<file path="config.mk">
export PLATFORM = sky130hd
export DESIGN_NAME = sb_hazard_ctrl
export DESIGN_NICKNAME = d
export VERILOG_FILES = /design/src/rtl/sb_pkg.sv /design/src/rtl/sb_unit_entry.sv /design/src/rtl/sb_reg_table.sv /design/src/rtl/sb_issue_ctrl.sv /design/src/rtl/sb_wb_arb.sv /design/src/rtl/sb_hazard_ctrl.sv
export SDC_FILE = /design/constraint.sdc
export NUM_CORES = 1
export LEC_CHECK = 0
export BUFFER_PORTS_ARGS = -buffer_cell sky130_fd_sc_hd__buf_2
export CORE_AREA = 2 2 150 152
export CTS_CLUSTER_DIAMETER = 120
export DETAILED_ROUTE_END_ITERATION = 8
export DIE_AREA = 0 0 152 154
export PLACE_DENSITY = 0.8
export SYNTH_ARGS = -nofsm -noshare
export SYNTH_HDL_FRONTEND = slang
export SYNTH_SLANG_ARGS = --single-unit
</file>
<file path="constraint.sdc">
create_clock -name clk -period 4.82 [get_ports clk]
set_input_delay 0.723 -clock clk [delete_from_list [all_inputs] [get_ports clk]]
set_output_delay 0.723 -clock clk [all_outputs]
set_load 0.005 [all_outputs]
</file>
<file path="src/rtl/sb_pkg.sv">
package sb_pkg;
  localparam int UNITS  = 4;
  localparam int UNIT_W = 2;

  typedef enum logic [1:0] {
    PH_IDLE     = 2'd0,
    PH_WAIT_OPS = 2'd1,
    PH_EXEC     = 2'd2,
    PH_WAIT_WB  = 2'd3
  } phase_t;
endpackage

</file>
<file path="src/rtl/sb_unit_entry.sv">
module sb_unit_entry
  import sb_pkg::*;
#(
  parameter int REG_W = 5,
  parameter int OP_W  = 4
) (
  input  logic              clk,
  input  logic              rst_n,
  input  logic              load,
  input  logic [OP_W-1:0]   ld_op,
  input  logic [REG_W-1:0]  ld_dst,
  input  logic [REG_W-1:0]  ld_src1,
  input  logic [REG_W-1:0]  ld_src2,
  input  logic              ld_rdy1,
  input  logic              ld_rdy2,
  input  logic              ld_tag1_vld,
  input  logic              ld_tag2_vld,
  input  logic [UNIT_W-1:0] ld_tag1,
  input  logic [UNIT_W-1:0] ld_tag2,
  input  logic              bcast_vld,
  input  logic [UNIT_W-1:0] bcast_unit,
  input  logic              self_wb,
  input  logic              done_in,
  output phase_t            phase,
  output logic [OP_W-1:0]   op,
  output logic [REG_W-1:0]  dst,
  output logic [REG_W-1:0]  src1,
  output logic [REG_W-1:0]  src2,
  output logic              rdy1,
  output logic              rdy2,
  output logic              rd_req,
  output logic              wb_pend
);

  phase_t              phase_q, phase_d;
  logic                rdy1_q, rdy1_d, rdy2_q, rdy2_d;
  logic                t1v_q, t1v_d, t2v_q, t2v_d;
  logic [UNIT_W-1:0]   t1_q, t1_d, t2_q, t2_d;
  logic [OP_W-1:0]     op_q;
  logic [REG_W-1:0]    dst_q, s1_q, s2_q;

  assign rd_req  = (phase_q == PH_WAIT_OPS) && rdy1_q && rdy2_q;
  assign wb_pend = (phase_q == PH_WAIT_WB);

  always_comb begin
    phase_d = phase_q;
    rdy1_d  = rdy1_q;
    rdy2_d  = rdy2_q;
    t1v_d   = t1v_q;
    t2v_d   = t2v_q;
    t1_d    = t1_q;
    t2_d    = t2_q;
    unique case (phase_q)
      PH_IDLE: begin
        if (load) begin
          phase_d = PH_WAIT_OPS;
          rdy1_d  = ld_rdy1;
          rdy2_d  = ld_rdy2;
          t1v_d   = ld_tag1_vld;
          t2v_d   = ld_tag2_vld;
          t1_d    = ld_tag1;
          t2_d    = ld_tag2;
        end
      end
      PH_WAIT_OPS: begin
        if (bcast_vld && t1v_q && (t1_q == bcast_unit)) begin
          rdy1_d = 1'b1;
          t1v_d  = 1'b0;
        end
        if (bcast_vld && t2v_q && (t2_q == bcast_unit)) begin
          rdy2_d = 1'b1;
          t2v_d  = 1'b0;
        end
        if (rd_req) begin
          phase_d = PH_EXEC;
          rdy1_d  = 1'b0;
          rdy2_d  = 1'b0;
        end
      end
      PH_EXEC: begin
        if (done_in) phase_d = PH_WAIT_WB;
      end
      PH_WAIT_WB: begin
        if (self_wb) phase_d = PH_IDLE;
      end
    endcase
  end

  always_ff @(posedge clk or negedge rst_n) begin
    if (!rst_n) begin
      phase_q <= PH_IDLE;
      rdy1_q  <= 1'b0;
      rdy2_q  <= 1'b0;
      t1v_q   <= 1'b0;
      t2v_q   <= 1'b0;
      t1_q    <= '0;
      t2_q    <= '0;
      op_q    <= '0;
      dst_q   <= '0;
      s1_q    <= '0;
      s2_q    <= '0;
    end else begin
      phase_q <= phase_d;
      rdy1_q  <= rdy1_d;
      rdy2_q  <= rdy2_d;
      t1v_q   <= t1v_d;
      t2v_q   <= t2v_d;
      t1_q    <= t1_d;
      t2_q    <= t2_d;
      if (load) begin
        op_q  <= ld_op;
        dst_q <= ld_dst;
        s1_q  <= ld_src1;
        s2_q  <= ld_src2;
      end
    end
  end

  assign phase = phase_q;
  assign op    = op_q;
  assign dst   = dst_q;
  assign src1  = s1_q;
  assign src2  = s2_q;
  assign rdy1  = rdy1_q;
  assign rdy2  = rdy2_q;


  busy_hold_chk: assert property (@(posedge clk) disable iff (!rst_n)
    (phase_q != PH_IDLE && !self_wb) |=> (phase_q != PH_IDLE));


  cleared_after_read_chk: assert property (@(posedge clk) disable iff (!rst_n)
    (phase_q == PH_EXEC) |-> (!rdy1_q && !rdy2_q));

endmodule

</file>
<file path="src/rtl/sb_reg_table.sv">
module sb_reg_table #(
  parameter int NUM_REGS = 32,
  parameter int REG_W    = 5,
  parameter int UNIT_W   = 2
) (
  input  logic              clk,
  input  logic              rst_n,
  input  logic              set_en,
  input  logic [REG_W-1:0]  set_reg,
  input  logic [UNIT_W-1:0] set_unit,
  input  logic              clr_en,
  input  logic [REG_W-1:0]  clr_reg,
  input  logic [REG_W-1:0]  q_dst,
  input  logic [REG_W-1:0]  q_src1,
  input  logic [REG_W-1:0]  q_src2,
  output logic              res_dst,
  output logic              res_src1,
  output logic              res_src2,
  output logic [UNIT_W-1:0] prod_src1,
  output logic [UNIT_W-1:0] prod_src2
);

  logic [NUM_REGS-1:0] res_vec;
  logic [UNIT_W-1:0]   prod_arr [NUM_REGS];

  for (genvar r = 0; r < NUM_REGS; r++) begin : g_reg
    logic              set_hit, clr_hit;
    logic              res_q, res_d;
    logic [UNIT_W-1:0] prod_q;

    assign set_hit = set_en && (set_reg == REG_W'(r));
    assign clr_hit = clr_en && (clr_reg == REG_W'(r));

    always_comb begin
      res_d = res_q;
      if (set_hit)      res_d = 1'b1;
      else if (clr_hit) res_d = 1'b0;
    end

    always_ff @(posedge clk or negedge rst_n) begin
      if (!rst_n) begin
        res_q  <= 1'b0;
        prod_q <= '0;
      end else begin
        res_q <= res_d;
        if (set_hit) prod_q <= set_unit;
      end
    end

    assign res_vec[r]  = res_q;
    assign prod_arr[r] = prod_q;
  end

  assign res_dst   = res_vec[q_dst];
  assign res_src1  = res_vec[q_src1];
  assign res_src2  = res_vec[q_src2];
  assign prod_src1 = prod_arr[q_src1];
  assign prod_src2 = prod_arr[q_src2];


  waw_reserve_chk: assert property (@(posedge clk) disable iff (!rst_n)
    set_en |-> !res_vec[set_reg]);


  release_reserved_chk: assert property (@(posedge clk) disable iff (!rst_n)
    clr_en |-> res_vec[clr_reg]);

endmodule

</file>
<file path="src/rtl/sb_issue_ctrl.sv">
module sb_issue_ctrl
  import sb_pkg::*;
(
  input  logic              dec_valid,
  input  logic [UNIT_W-1:0] dec_unit,
  input  logic [UNITS-1:0]  unit_idle,
  input  logic              res_dst,
  input  logic              res_src1,
  input  logic              res_src2,
  input  logic [UNIT_W-1:0] prod_src1,
  input  logic [UNIT_W-1:0] prod_src2,
  input  logic              wb_fire,
  input  logic [UNIT_W-1:0] wb_unit,
  output logic              issue_ok,
  output logic              rdy1,
  output logic              rdy2,
  output logic              tag1_vld,
  output logic              tag2_vld,
  output logic [UNIT_W-1:0] tag1,
  output logic [UNIT_W-1:0] tag2
);

  always_comb begin
    issue_ok = dec_valid && unit_idle[dec_unit] && !res_dst;
    rdy1     = !res_src1 || (wb_fire && (prod_src1 == wb_unit));
    rdy2     = !res_src2 || (wb_fire && (prod_src2 == wb_unit));
    tag1_vld = !rdy1;
    tag2_vld = !rdy2;
    tag1     = prod_src1;
    tag2     = prod_src2;
  end

endmodule

</file>
<file path="src/rtl/sb_wb_arb.sv">
module sb_wb_arb #(
  parameter int N     = 4,
  parameter int IDX_W = 2
) (
  input  logic [N-1:0]     req,
  output logic [N-1:0]     grant,
  output logic             fire,
  output logic [IDX_W-1:0] idx
);

  always_comb begin
    grant = '0;
    idx   = '0;
    for (int i = N - 1; i >= 0; i--) begin
      if (req[i]) begin
        grant    = '0;
        grant[i] = 1'b1;
        idx      = IDX_W'(i);
      end
    end
    fire = |req;
  end

endmodule

</file>
<file path="src/rtl/sb_hazard_ctrl.sv">
module sb_hazard_ctrl
  import sb_pkg::*;
#(
  parameter int NUM_REGS = 32,
  parameter int OP_W     = 4,
  localparam int REG_W   = $clog2(NUM_REGS)
) (
  input  logic              clk,
  input  logic              rst_n,
  input  logic              dec_valid,
  input  logic [UNIT_W-1:0] dec_unit,
  input  logic [OP_W-1:0]   dec_op,
  input  logic [REG_W-1:0]  dec_dst,
  input  logic [REG_W-1:0]  dec_src1,
  input  logic [REG_W-1:0]  dec_src2,
  input  logic [UNITS-1:0]  exec_done,
  output logic              issue_ok,
  output logic [UNITS-1:0]  rd_go,
  output logic [UNITS-1:0]  wb_go,
  output logic [REG_W-1:0]  wb_reg,
  output logic [OP_W-1:0]   wb_op,
  output logic [UNITS-1:0]  unit_busy
);

  phase_t             ph    [UNITS];
  logic [OP_W-1:0]    e_op  [UNITS];
  logic [REG_W-1:0]   e_dst [UNITS];
  logic [REG_W-1:0]   e_s1  [UNITS];
  logic [REG_W-1:0]   e_s2  [UNITS];
  logic [UNITS-1:0]   e_r1, e_r2, rd_req, wb_pend, war_blk, wb_req;
  logic [UNITS-1:0]   unit_idle, load_vec;
  logic               wb_fire;
  logic [UNIT_W-1:0]  wb_idx;
  logic               res_dst, res_s1, res_s2;
  logic [UNIT_W-1:0]  prod_s1, prod_s2;
  logic               n_rdy1, n_rdy2, n_t1v, n_t2v;
  logic [UNIT_W-1:0]  n_t1, n_t2;

  sb_reg_table #(.NUM_REGS(NUM_REGS), .REG_W(REG_W), .UNIT_W(UNIT_W)) u_regs (
    .clk(clk), .rst_n(rst_n),
    .set_en(issue_ok), .set_reg(dec_dst), .set_unit(dec_unit),
    .clr_en(wb_fire), .clr_reg(wb_reg),
    .q_dst(dec_dst), .q_src1(dec_src1), .q_src2(dec_src2),
    .res_dst(res_dst), .res_src1(res_s1), .res_src2(res_s2),
    .prod_src1(prod_s1), .prod_src2(prod_s2)
  );

  sb_issue_ctrl u_issue (
    .dec_valid(dec_valid), .dec_unit(dec_unit), .unit_idle(unit_idle),
    .res_dst(res_dst), .res_src1(res_s1), .res_src2(res_s2),
    .prod_src1(prod_s1), .prod_src2(prod_s2),
    .wb_fire(wb_fire), .wb_unit(wb_idx),
    .issue_ok(issue_ok), .rdy1(n_rdy1), .rdy2(n_rdy2),
    .tag1_vld(n_t1v), .tag2_vld(n_t2v), .tag1(n_t1), .tag2(n_t2)
  );

  for (genvar u = 0; u < UNITS; u++) begin : g_unit
    assign load_vec[u]  = issue_ok && (dec_unit == UNIT_W'(u));
    assign unit_idle[u] = (ph[u] == PH_IDLE);

    sb_unit_entry #(.REG_W(REG_W), .OP_W(OP_W)) u_entry (
      .clk(clk), .rst_n(rst_n), .load(load_vec[u]),
      .ld_op(dec_op), .ld_dst(dec_dst), .ld_src1(dec_src1), .ld_src2(dec_src2),
      .ld_rdy1(n_rdy1), .ld_rdy2(n_rdy2),
      .ld_tag1_vld(n_t1v), .ld_tag2_vld(n_t2v), .ld_tag1(n_t1), .ld_tag2(n_t2),
      .bcast_vld(wb_fire), .bcast_unit(wb_idx),
      .self_wb(wb_go[u]), .done_in(exec_done[u]),
      .phase(ph[u]), .op(e_op[u]), .dst(e_dst[u]),
      .src1(e_s1[u]), .src2(e_s2[u]), .rdy1(e_r1[u]), .rdy2(e_r2[u]),
      .rd_req(rd_req[u]), .wb_pend(wb_pend[u])
    );
  end

  // write-after-read: a finished unit waits while any other unit still
  // has an unread, available copy of its destination
  always_comb begin
    war_blk = '0;
    for (int u = 0; u < UNITS; u++) begin
      for (int v = 0; v < UNITS; v++) begin
        if ((v != u) && (ph[v] == PH_WAIT_OPS) &&
            (((e_s1[v] == e_dst[u]) && e_r1[v]) ||
             ((e_s2[v] == e_dst[u]) && e_r2[v])))
          war_blk[u] = 1'b1;
      end
    end
  end

  assign wb_req = wb_pend & ~war_blk;

  sb_wb_arb #(.N(UNITS), .IDX_W(UNIT_W)) u_arb (
    .req(wb_req), .grant(wb_go), .fire(wb_fire), .idx(wb_idx)
  );

  assign rd_go     = rd_req;
  assign wb_reg    = e_dst[wb_idx];
  assign wb_op     = e_op[wb_idx];
  assign unit_busy = ~unit_idle;


  issue_occupies_chk: assert property (@(posedge clk) disable iff (!rst_n)
    issue_ok |=> unit_busy[$past(dec_unit)]);


  wb_onehot_chk: assert property (@(posedge clk) disable iff (!rst_n)
    $onehot0(wb_go));

  for (genvar u = 0; u < UNITS; u++) begin : g_chk

    freed_after_wb_chk: assert property (@(posedge clk) disable iff (!rst_n)
      wb_go[u] |=> !unit_busy[u]);


    single_read_chk: assert property (@(posedge clk) disable iff (!rst_n)
      rd_go[u] |=> !rd_go[u]);
  end

endmodule

</file>
==> results.json, run 1 <==
{
  "status": "complete, no violations",
  "root_buffer": "clkbuf_16",
  "start_util_pct": 62.7,
  "powerDensity_nw_per_um2": 624,
  "cpPeakStageDelay_ns": 0.50,
  "drcViolationCount": 0,
  "yosysTopAreaCellShare_pct": 39.0,
  "cts_tree": "built",
  "synth_most_common_cell": "dfrtp_1",
  "crit_chain": "inv_1, ha_1, and2_1, a32oi_1, and3_1, and3_1, buf_4, or2_2, a211oi_2, buf_2",
  "wl_per_cell_um": 25.4,
  "rsz0062_at_grt": "no",
  "core_area_um2": 21700,
  "grt_usage_pct": 32.1,
  "antenna_left": 0,
  "area_growth_syn_to_layout_pct": 8.37,
  "end_kind": "output pin",
  "port_buffers": 49,
  "gp_congestion": 0.952,
  "drt_wl_total_mm": 37.5,
  "setup_viol": 0,
  "synthCells": 1180,
  "critPathKind": "reg -> out",
  "clk_latency_ns": 0.53,
  "ys_top_cells_by_count": "dfrtp_1 (212), mux2_2 (160), nand2_1 (74), xnor2_1 (71), mux4_2 (64)",
  "grt_pass1_vias": 10250,
  "async_flop_share_pct": 100,
  "hold_path_class": "in -> async",
  "postSynthNetCount": 1224,
  "min_period_over_period_pct": 97.7,
  "die_h_um": 154,
  "worstReg2RegEnd": "u_regs.g_reg[23].res_q$_DFFE_PN0P_",
  "worstPathRequired_ns": 4.10,
  "die_area_um2": 23400,
  "postCtsHoldBufs": 0,
  "syn-cell-area_um2": 13600,
  "cp-start-kind": "register",
  "dpl_cell_area_um2": 13900,
  "cts_buffer_depth": 3,
  "seq_area_frac_synth_pct": 39.0,
  "yosys.area.top_type": "dfrtp_1",
  "fp-row-count": 54,
  "ir_worst_vdd_mv": 0.421,
  "leakage_nw": 6.47,
  "antenna_cells": 0,
  "power_mw": 9.20,
  "vias": 10127,
  "critPathBufInv": 3,
  "grt_pass1_wl_mm": 59.0,
  "maxCapViolCount": 0,
  "worstMarginPinSlew_ns": 0.816,
  "antenna_found_initial": 0,
  "synth_edf_count": 0,
  "die_w_um": 152,
  "crit_fanout": 14,
  "fillCellCount": 1537,
  "r2r_cells": 12,
  "grt_max_degree": 104,
  "hold_viol": 0,
  "dp_hpwl_mm": 25.7,
  "crit_arrival_ns": 3.99,
  "critPathMostFrequentCell": "and3_1",
  "cts_inserted_buffers": 25,
  "cts_sinks": 212,
  "rr_startpoint": "g_unit[1].u_entry.phase[1]$_DFFE_PN0P_",
  "syn_avg_cell_area_um2": 11.5,
  "ys_types": 78,
  "path_delay_family": "simple AND/OR/NAND/NOR gates",
  "synth_area_leaders": "dfrtp_1 (39%), mux2_2 (13%), mux4_2 (11%), xnor2_1 (4.6%), xor2_1 (3.6%)",
  "yosys_warnings": 0,
  "nNetsFinal": 1228,
  "relSlewSlack_pct": 45.6,
  "drt_iter0_drc": 1299,
  "reg2reg_slack_ns": 0.68,
  "worstSetupStartpoint": "g_unit[1].u_entry.phase[1]$_DFFE_PN0P_",
  "synth_flop_cell": "dfrtp_1",
  "ys_ff_latch": 212,
  "maxSlewViolCount": 0,
  "io_pins": 50,
  "vias_per_cell": 6.86,
  "finClkSkew_ns": 0.0146,
  "max_freq_mhz": 212,
  "final_cell_area_um2": 14700,
  "post-route-min-period_ns": 4.71,
  "finalSetupTns_ns": 0,
  "cp_slowest_cell": "or2_2",
  "overflow": 0,
  "dr.pass1.iters": 7,
  "cts-htree-levels": 1,
  "clk_pin_slew_worst_paths_ns": 0.06,
  "final_layout_size_suffix_gt1_share_pct": 31.8
}
-- registers in the layout, summed over array words and instances, names as in the netlist --
register,cells
u_regs.g.prod_q,64
u_regs.g.res_q,32
g_unit.u_entry.dst,20
g_unit.u_entry.src1,20
g_unit.u_entry.src2,20
g_unit.u_entry.op,16
g_unit.u_entry.phase,8
g_unit.u_entry.t1_q,8
g_unit.u_entry.t2_q,8
g_unit.u_entry.rdy1,4
g_unit.u_entry.rdy2,4
g_unit.u_entry.t1v_q,4
g_unit.u_entry.t2v_q,4
-- worst max path at each step --
stage               depth (start not counted)  slack [ns]                                endpoint
finish                                     10        0.11                               wb_reg[0]
floorplan                                  10        1.11     g_unit[1].u_entry.t1v_q$_DFFE_PN0P_
global placement                           10        0.57     g_unit[1].u_entry.t1v_q$_DFFE_PN0P_
CTS                                        12        0.03                                wb_op[1]
detailed placement                          9        0.42  u_regs.g_reg[21].prod_q[1]$_DFFE_PN0P_
global route                               10        0.03                               wb_reg[0]
-- stage by stage --
step | worst slack (ns) | std cells | hold slack [ns] | utilization (%)
global placement | 0.573 | 1432 | 0.486 | 64.1
global route | 0.0297 | 1477 | 0.315 | 67.9
detailed placement | 0.415 | 1432 | 0.493 | 64.1
finish | 0.110 | 1477 | 0.249 | 67.9
CTS | 0.0350 | 1472 | 0.272 | 67.7
floorplan | 1.11 | 1180 | 0.427 | -
-- power breakdown --
group	total (mW)	switching, mW	internal [mW]	leakage, nW
logic	4.17	2.22	1.95	3.33
clock network	1.84	0.730	1.11	0.387
registers	3.19	0.865	2.32	2.76
total	9.20	3.81	5.38	6.47
-- kinds of logic after synthesis --
| kind of cell | count (synthesis) | synth area share [%] |
|---|---|---|
| AOI/OAI and AO/OA | 123 | 6.99 |
| xor gates and xnor gates | 127 | 8.18 |
| adders and majority gates | 16 | 1.47 |
| buffers and inverters | 133 | 4.56 |
| DFF | 212 | 39.0 |
| muxes | 258 | 26.5 |
| and+or+nand+nor | 311 | 13.3 |
-- final cells by class --
type	instances	area, um^2	area share, %
Inverter	31	116	0.790
Clock buffer	34	699	4.75
Multi-Input combinational cell	835	7700	52.2
Sequential cell	212	5310	36.0
Timing Repair Buffer	79	480	3.26
Tap cell	280	350	2.38
Clock inverter	6	83.8	0.569
-- worst register-to-register path, delay by kind of cell, from the launching register on --
kind | cells | cell delay (ns)
and+or+nand+nor | 5 | 1.55
AOI/OAI and AO/OA | 3 | 0.92
buffers and inverters | 3 | 0.71
adders and majority gates | 1 | 0.43
DFF | 1 | 0.41
-- routing by layer --
layer | routed length (um) | global-route usage, % | vias up
li1 | - | - | 4311
met1 | 14500 | 42.7 | 5140
met2 | 17700 | 50.4 | 551
met3 | 3420 | 6.76 | 125
met4 | 1860 | 16.5 | 0
met5 | 0 | 0 | -
-- layout by cell type, fill, tap and decap left out, types with 7 or more instances in the layout --
master,n
o21ai_0,21
mux2_2,160
a21oi_1,11
nor3_2,9
nor2b_1,8
nand3b_1,12
buf_4,30
o22a_1,12
buf_2,48
nand3_1,12
nor2_1,49
xnor2_1,71
nor3_1,21
nand2_1,74
nand2b_1,18
nor4_1,14
o211ai_1,7
inv_1,30
nor3_4,10
mux2i_1,26
and3_1,16
a31oi_1,8
clkbuf_16,25
ha_1,16
nand4_1,28
mux4_2,64
or2_2,7
xor2_1,56
a21o_1,10
dfrtp_1,212
-- timing repair --
item | CTS | global route
setup endpoints to repair | 0 | 8
hold endpoints to repair | 0 | 0
gates resized for setup | 0 | 3
setup buffers | 0 | 5
Note: power is estimated with default switching activity, not from simulation.
==> inputs of run 2 (changes only) <==
--- a/config.mk
+++ b/config.mk
@@ -6,11 +6,13 @@
 export NUM_CORES = 1
 export LEC_CHECK = 0
 export BUFFER_PORTS_ARGS = -buffer_cell sky130_fd_sc_hd__buf_2
-export CORE_AREA = 2 2 150 152
+export CELL_PAD_IN_SITES_DETAIL_PLACEMENT = 1
+export CELL_PAD_IN_SITES_GLOBAL_PLACEMENT = 2
+export CORE_AREA = 2 2 181 183
 export CTS_CLUSTER_DIAMETER = 120
 export DETAILED_ROUTE_END_ITERATION = 8
-export DIE_AREA = 0 0 152 154
-export PLACE_DENSITY = 0.8
+export DIE_AREA = 0 0 183 185
+export PLACE_DENSITY_LB_ADDON = 0.1
 export SYNTH_ARGS = -nofsm -noshare
 export SYNTH_HDL_FRONTEND = slang
 export SYNTH_SLANG_ARGS = --single-unit
==> constraint.sdc (replaced) <==
create_clock -name clk -period 4.82 [get_ports clk]
set_input_delay 1.205 -clock clk [delete_from_list [all_inputs] [get_ports clk]]
set_output_delay 1.205 -clock clk [all_outputs]
set_load 0.005 [all_outputs]
==> results.json, run 2 (synthesis gave the netlist of run 1 again) <==
{
  "crit_fanout": 9,
  "final_common_cell": "dfrtp_1",
  "max_freq_mhz": 214,
  "wl_per_cell_um": 26.4,
  "grt_max_degree": 106,
  "worstMarginPinSlew_ns": 0.872,
  "grt_usage_pct": 26.1,
  "antenna_cells": 0,
  "nNetsFinal": 1255,
  "reg2reg_slack_ns": 1.13,
  "vias": 9727,
  "largest_reg_flops": 64,
  "post-route-min-period_ns": 4.68,
  "critPathMostFrequentCell": "and3_1",
  "finalSetupTns_ns": 0,
  "hold_start": "g_unit[0].u_entry.op[2]$_DFFE_PN0P_",
  "stdcell_count": 1637,
  "rr_startpoint": "g_unit[1].u_entry.phase[1]$_DFFE_PN0P_",
  "critPathKind": "reg -> out",
  "r2r_cells": 12,
  "gp_congestion": 0.845,
  "die_h_um": 185,
  "maxCapViolCount": 0,
  "path_delay_family": "simple AND/OR/NAND/NOR gates",
  "dr.pass1.iters": 5,
  "cp-start-kind": "register",
  "regMostFlops": "u_regs.g.prod_q",
  "core_area_um2": 32000,
  "antenna_found_initial": 0,
  "area_growth_syn_to_layout_pct": 12.8,
  "reg.largest.list": "u_regs.g.prod_q: 64 flops, u_regs.g.res_q: 32 flops",
  "clk_pin_slew_worst_paths_ns": 0.06,
  "relSlewSlack_pct": 41.9,
  "drt_iter0_drc": 551,
  "overflow": 0,
  "rsz0062_at_grt": "no",
  "final_layout_size_suffix_gt1_share_pct": 35.9,
  "worstReg2RegEnd": "u_regs.g_reg[21].res_q$_DFFE_PN0P_",
  "die_area_um2": 33900,
  "place_ws_ns": 0.169,
  "finClkSkew_ns": 0.0260,
  "maxSlewViolCount": 0,
  "cts_buffer_depth": 3,
  "whs_ns": 0.505,
  "min_to": "g_unit[0].u_entry.op[2]$_DFFE_PN0P_",
  "vias_per_cell": 5.94,
  "crit_chain": "xor2_1, nor4_2, nand4_1, and3_1, and3_4, buf_4, or2_2, and3_1, a31oi_2, buf_2",
  "ir_worst_vdd_mv": 0.305,
  "fp-row-count": 66,
  "worstPathRequired_ns": 3.62,
  "cpPeakStageDelay_ns": 0.54,
  "timing.final.ws_setup_ns": 0.145,
  "power_mw": 9.66,
  "leakage_nw": 6.66,
  "end_kind": "output pin",
  "antenna_left": 0,
  "path_depth": 10,
  "grt_pass1_wl_mm": 66.1,
  "io_pins": 50,
  "fillCellCount": 3363,
  "dp_hpwl_mm": 31.5,
  "hold_path_class": "reg -> reg",
  "cts_sinks": 212,
  "cp_slowest_cell": "dfrtp_2",
  "min_period_over_period_pct": 97.0,
  "final_cell_area_um2": 15300,
  "status": "complete, no violations",
  "dpl.cell_count": 1591,
  "powerDensity_nw_per_um2": 630,
  "hold_viol": 0,
  "holdPathStages": 1,
  "setup_viol": 0,
  "port_buffers": 49,
  "final_cell_mix": "dfrtp_1 (197), mux2_2 (160), xnor2_1 (71), nand2_1 (71), mux4_2 (64)",
  "grt_pass1_vias": 10310,
  "critPathBufInv": 2,
  "start_util_pct": 42.4,
  "drt_wl_total_mm": 43.2,
  "cts_tree": "built",
  "crit_arrival_ns": 3.47,
  "dpl_cell_area_um2": 14300,
  "cts_inserted_buffers": 26,
  "die_w_um": 183,
  "root_buffer": "clkbuf_16",
  "cts-htree-levels": 1,
  "drcViolationCount": 0,
  "fin_util_pct": 47.9,
  "clk_latency_ns": 0.55
}
run 2: per-layer routing:
layer / GRT usage [%] / vias to the layer above / share of wire, %
met4: 9.70 / 0 / 4.1
met5: 0 / - / 0
li1: - / 4373 / -
met2: 45.2 / 205 / 49
met1: 34.1 / 5069 / 44
met3: 2.62 / 80 / 3.2
run 2: worst max-delay path by stage:
stage	start	endpoint
floorplan	dec_src1[0]	g_unit[1].u_entry.t1v_q$_DFFE_PN0P_
global placement	dec_dst[0]	issue_ok
detailed placement	dec_dst[0]	u_regs.g_reg[5].prod_q[0]$_DFFE_PN0P_
CTS	g_unit[0].u_entry.dst[4]$_DFFE_PN0P_	wb_reg[2]
global route	g_unit[1].u_entry.phase[1]$_DFFE_PN0P_	wb_op[3]
finish	g_unit[0].u_entry.dst[4]$_DFFE_PN0P_	wb_reg[3]
run 2: final cells by class:
cell class	count	area (um^2)	area share (%)
Sequential cell	212	5320	34.7
Clock inverter	13	179	1.17
Clock buffer	33	697	4.54
Tap cell	408	510	3.33
Timing Repair Buffer	105	751	4.89
Multi-Input combinational cell	835	7760	50.6
Inverter	31	116	0.759
run 2: report_power, final:
part           switching [mW]  internal (mW)
Clock                   0.796           1.23
Combinational            2.35           2.09
Sequential              0.858           2.33
run 2: timing repair:
item                       in CTS  in global routing
pin swaps                       1                  1
gates resized for setup        20                 16
setup endpoints to repair       9                  8
hold buffers                    0                  0
setup buffers                   1                  0
==> inputs of run 3 (changes only) <==
--- a/config.mk
+++ b/config.mk
@@ -8,10 +8,11 @@
 export BUFFER_PORTS_ARGS = -buffer_cell sky130_fd_sc_hd__buf_2
 export CELL_PAD_IN_SITES_DETAIL_PLACEMENT = 1
 export CELL_PAD_IN_SITES_GLOBAL_PLACEMENT = 2
-export CORE_AREA = 2 2 181 183
+export CORE_AREA = 2 2 188 190
 export CTS_CLUSTER_DIAMETER = 120
 export DETAILED_ROUTE_END_ITERATION = 8
-export DIE_AREA = 0 0 183 185
+export DIE_AREA = 0 0 190 192
+export GPL_TIMING_DRIVEN = 0
 export PLACE_DENSITY_LB_ADDON = 0.1
 export SYNTH_ARGS = -nofsm -noshare
 export SYNTH_HDL_FRONTEND = slang
==> results.json, run 3 (synthesis gave the netlist of run 1 again) <==
{
  "cts_inserted_buffers": 26,
  "power_mw": 9.82,
  "antenna_found_initial": 0,
  "rsz0062_at_grt": "yes",
  "cts_sinks": 212,
  "nNetsFinal": 1305,
  "finClkSkew_ns": 0.0292,
  "pwr-share-seq_pct": 30.2,
  "path_delay_family": "buffers and inverters",
  "p_int_mw": 5.70,
  "setup_viol": 0,
  "overflow": 0,
  "fin_util_pct": 45.7,
  "cpPeakStageDelay_ns": 0.53,
  "clk_pin_slew_worst_paths_ns": 0.05,
  "place_ws_ns": -0.966,
  "vias": 9995,
  "final_cell_area_um2": 15700,
  "regMostFlops": "u_regs.g.prod_q",
  "drt_wl_total_mm": 46.3,
  "dp_hpwl_mm": 33.9,
  "reg.largest.list": "u_regs.g.prod_q: 64 flops, u_regs.g.res_q: 32 flops",
  "core_area_um2": 34300,
  "drt_iter0_drc": 531,
  "area_growth_syn_to_layout_pct": 15.1,
  "start_util_pct": 39.7,
  "hold_viol": 0,
  "r2r_cells": 13,
  "power.switching_mw": 4.12,
  "dr.pass1.iters": 4,
  "area.sequential_um2": 5310,
  "status": "complete, no violations",
  "final_layout_size_suffix_gt1_share_pct": 34.9,
  "cp_slowest_cell": "or4b_4",
  "cp-start-kind": "register",
  "max_freq_mhz": 212,
  "hold_path_class": "reg -> reg",
  "final_cell_mix": "dfrtp_1 (209), mux2_2 (160), xnor2_1 (71)",
  "cts_buffer_depth": 3,
  "crit_arrival_ns": 3.51,
  "cts_tree": "built",
  "leakage_nw": 6.76,
  "postCtsHoldBufs": 0,
  "antenna_cells": 0,
  "crit_fanout": 8,
  "crit_chain": "buf_6, xor2_2, nor4_2, nand4_1, o31ai_4, or4b_4, buf_6, a211oi_4, buf_6, buf_4, nor2_1, a211oi_4, buf_6, buf_2",
  "root_buffer": "clkbuf_16",
  "fp-row-count": 68,
  "antenna_left": 0,
  "largest_reg_flops": 64,
  "die_area_um2": 36500,
  "post-route-min-period_ns": 4.71,
  "critPathMostFrequentCell": "buf_6",
  "grt_pass1_vias": 10715,
  "grt_max_degree": 94,
  "dpl_cell_area_um2": 14400,
  "die_w_um": 190,
  "whs_ns": 0.505,
  "gp_congestion": 0.847,
  "multi_input_area_um2": 7850,
  "fillCellCount": 3654,
  "ir_worst_vdd_mv": 0.297,
  "grt_pass1_wl_mm": 70.4,
  "maxCapViolCount": 0,
  "pwr-share-clk_pct": 19.3,
  "wl_per_cell_um": 26.7,
  "die_h_um": 192,
  "worstPathRequired_ns": 3.62,
  "clk_latency_ns": 0.58,
  "timing.final.ws_setup_ns": 0.105,
  "grt_usage_pct": 26.2,
  "vias_per_cell": 5.76,
  "worstMarginPinSlew_ns": 1.06,
  "io_pins": 50,
  "end_kind": "output pin",
  "relSlewSlack_pct": 29.4,
  "path_depth": 14,
  "min_period_over_period_pct": 97.8,
  "drcViolationCount": 0,
  "holdPathStages": 1,
  "switching_share_pct": 41.9,
  "critPathKind": "reg -> out",
  "cts-htree-levels": 1,
  "port_buffers": 39,
  "maxSlewViolCount": 0,
  "powerDensity_nw_per_um2": 627,
  "critPathBufInv": 6,
  "final_common_cell": "dfrtp_1",
  "p_comb_share_pct": 50.5
}
## run 3: final timing paths
kind / start / end / slack [ns]
max reg2reg: g_unit[3].u_entry.src1[1]$_DFFE_PN0P_ / u_regs.g_reg[7].res_q$_DFFE_PN0P_ / 1.02
min reg2reg: g_unit[2].u_entry.op[1]$_DFFE_PN0P_ / g_unit[2].u_entry.op[1]$_DFFE_PN0P_ / 0.50
min in group asynchronous: rst_n / g_unit[2].u_entry.src2[4]$_DFFE_PN0P_ / 0.56
min: g_unit[2].u_entry.op[1]$_DFFE_PN0P_ / g_unit[2].u_entry.op[1]$_DFFE_PN0P_ / 0.50
max in group asynchronous: rst_n / u_regs.g_reg[27].prod_q[1]$_DFFE_PN0P_ / 3.07
max: g_unit[2].u_entry.dst[4]$_DFFE_PN0P_ / wb_reg[1] / 0.11
## run 3: area by class of cell
cell class | count | share of cell area [%]
plain buffers | 94 | 3.68
clock buffers | 41 | 4.84
clock inverters | 5 | 0.320
inverters | 31 | 0.743
multi-input cells | 835 | 50.1
flip-flops and latches | 212 | 33.9
well taps | 455 | 3.64
repair buffers | 61 | 2.73
## run 3: metal layers
layer / GRT usage [%] / vias up / wire [um]
met5: 0 / - / 0
met4: 7.54 / 0 / 1490
met3: 3.00 / 79 / 1340
met2: 46.8 / 189 / 23600
met1: 33.3 / 5255 / 19900
li1: - / 4472 / -
## run 3: power groups by stage
stage	combinational (mW)	clock, mW	sequential [mW]
global route	5.35	2.02	3.04
detailed placement	4.56	0	2.92
finish	4.96	1.90	2.96
CTS	4.81	1.94	2.95
floorplan	3.23	0	2.73
global placement	4.48	0	2.89
## run 3: timing repair
| action | CTS | global route |
|---|---|---|
| endpoints found under the setup margin | 20 | 10 |
| gates resized for setup | 60 | 24 |
| pin swaps | 8 | 10 |
| buffers inserted | 8 | 12 |
## run 3: through the flow
step / cells / TNS (ns)
floorplan: 1180 / 0
global placement: 1674 / -375.36
detailed placement: 1676 / -72.48
CTS: 1723 / 0
global route: 1734 / -0.0124
finish: 1734 / 0
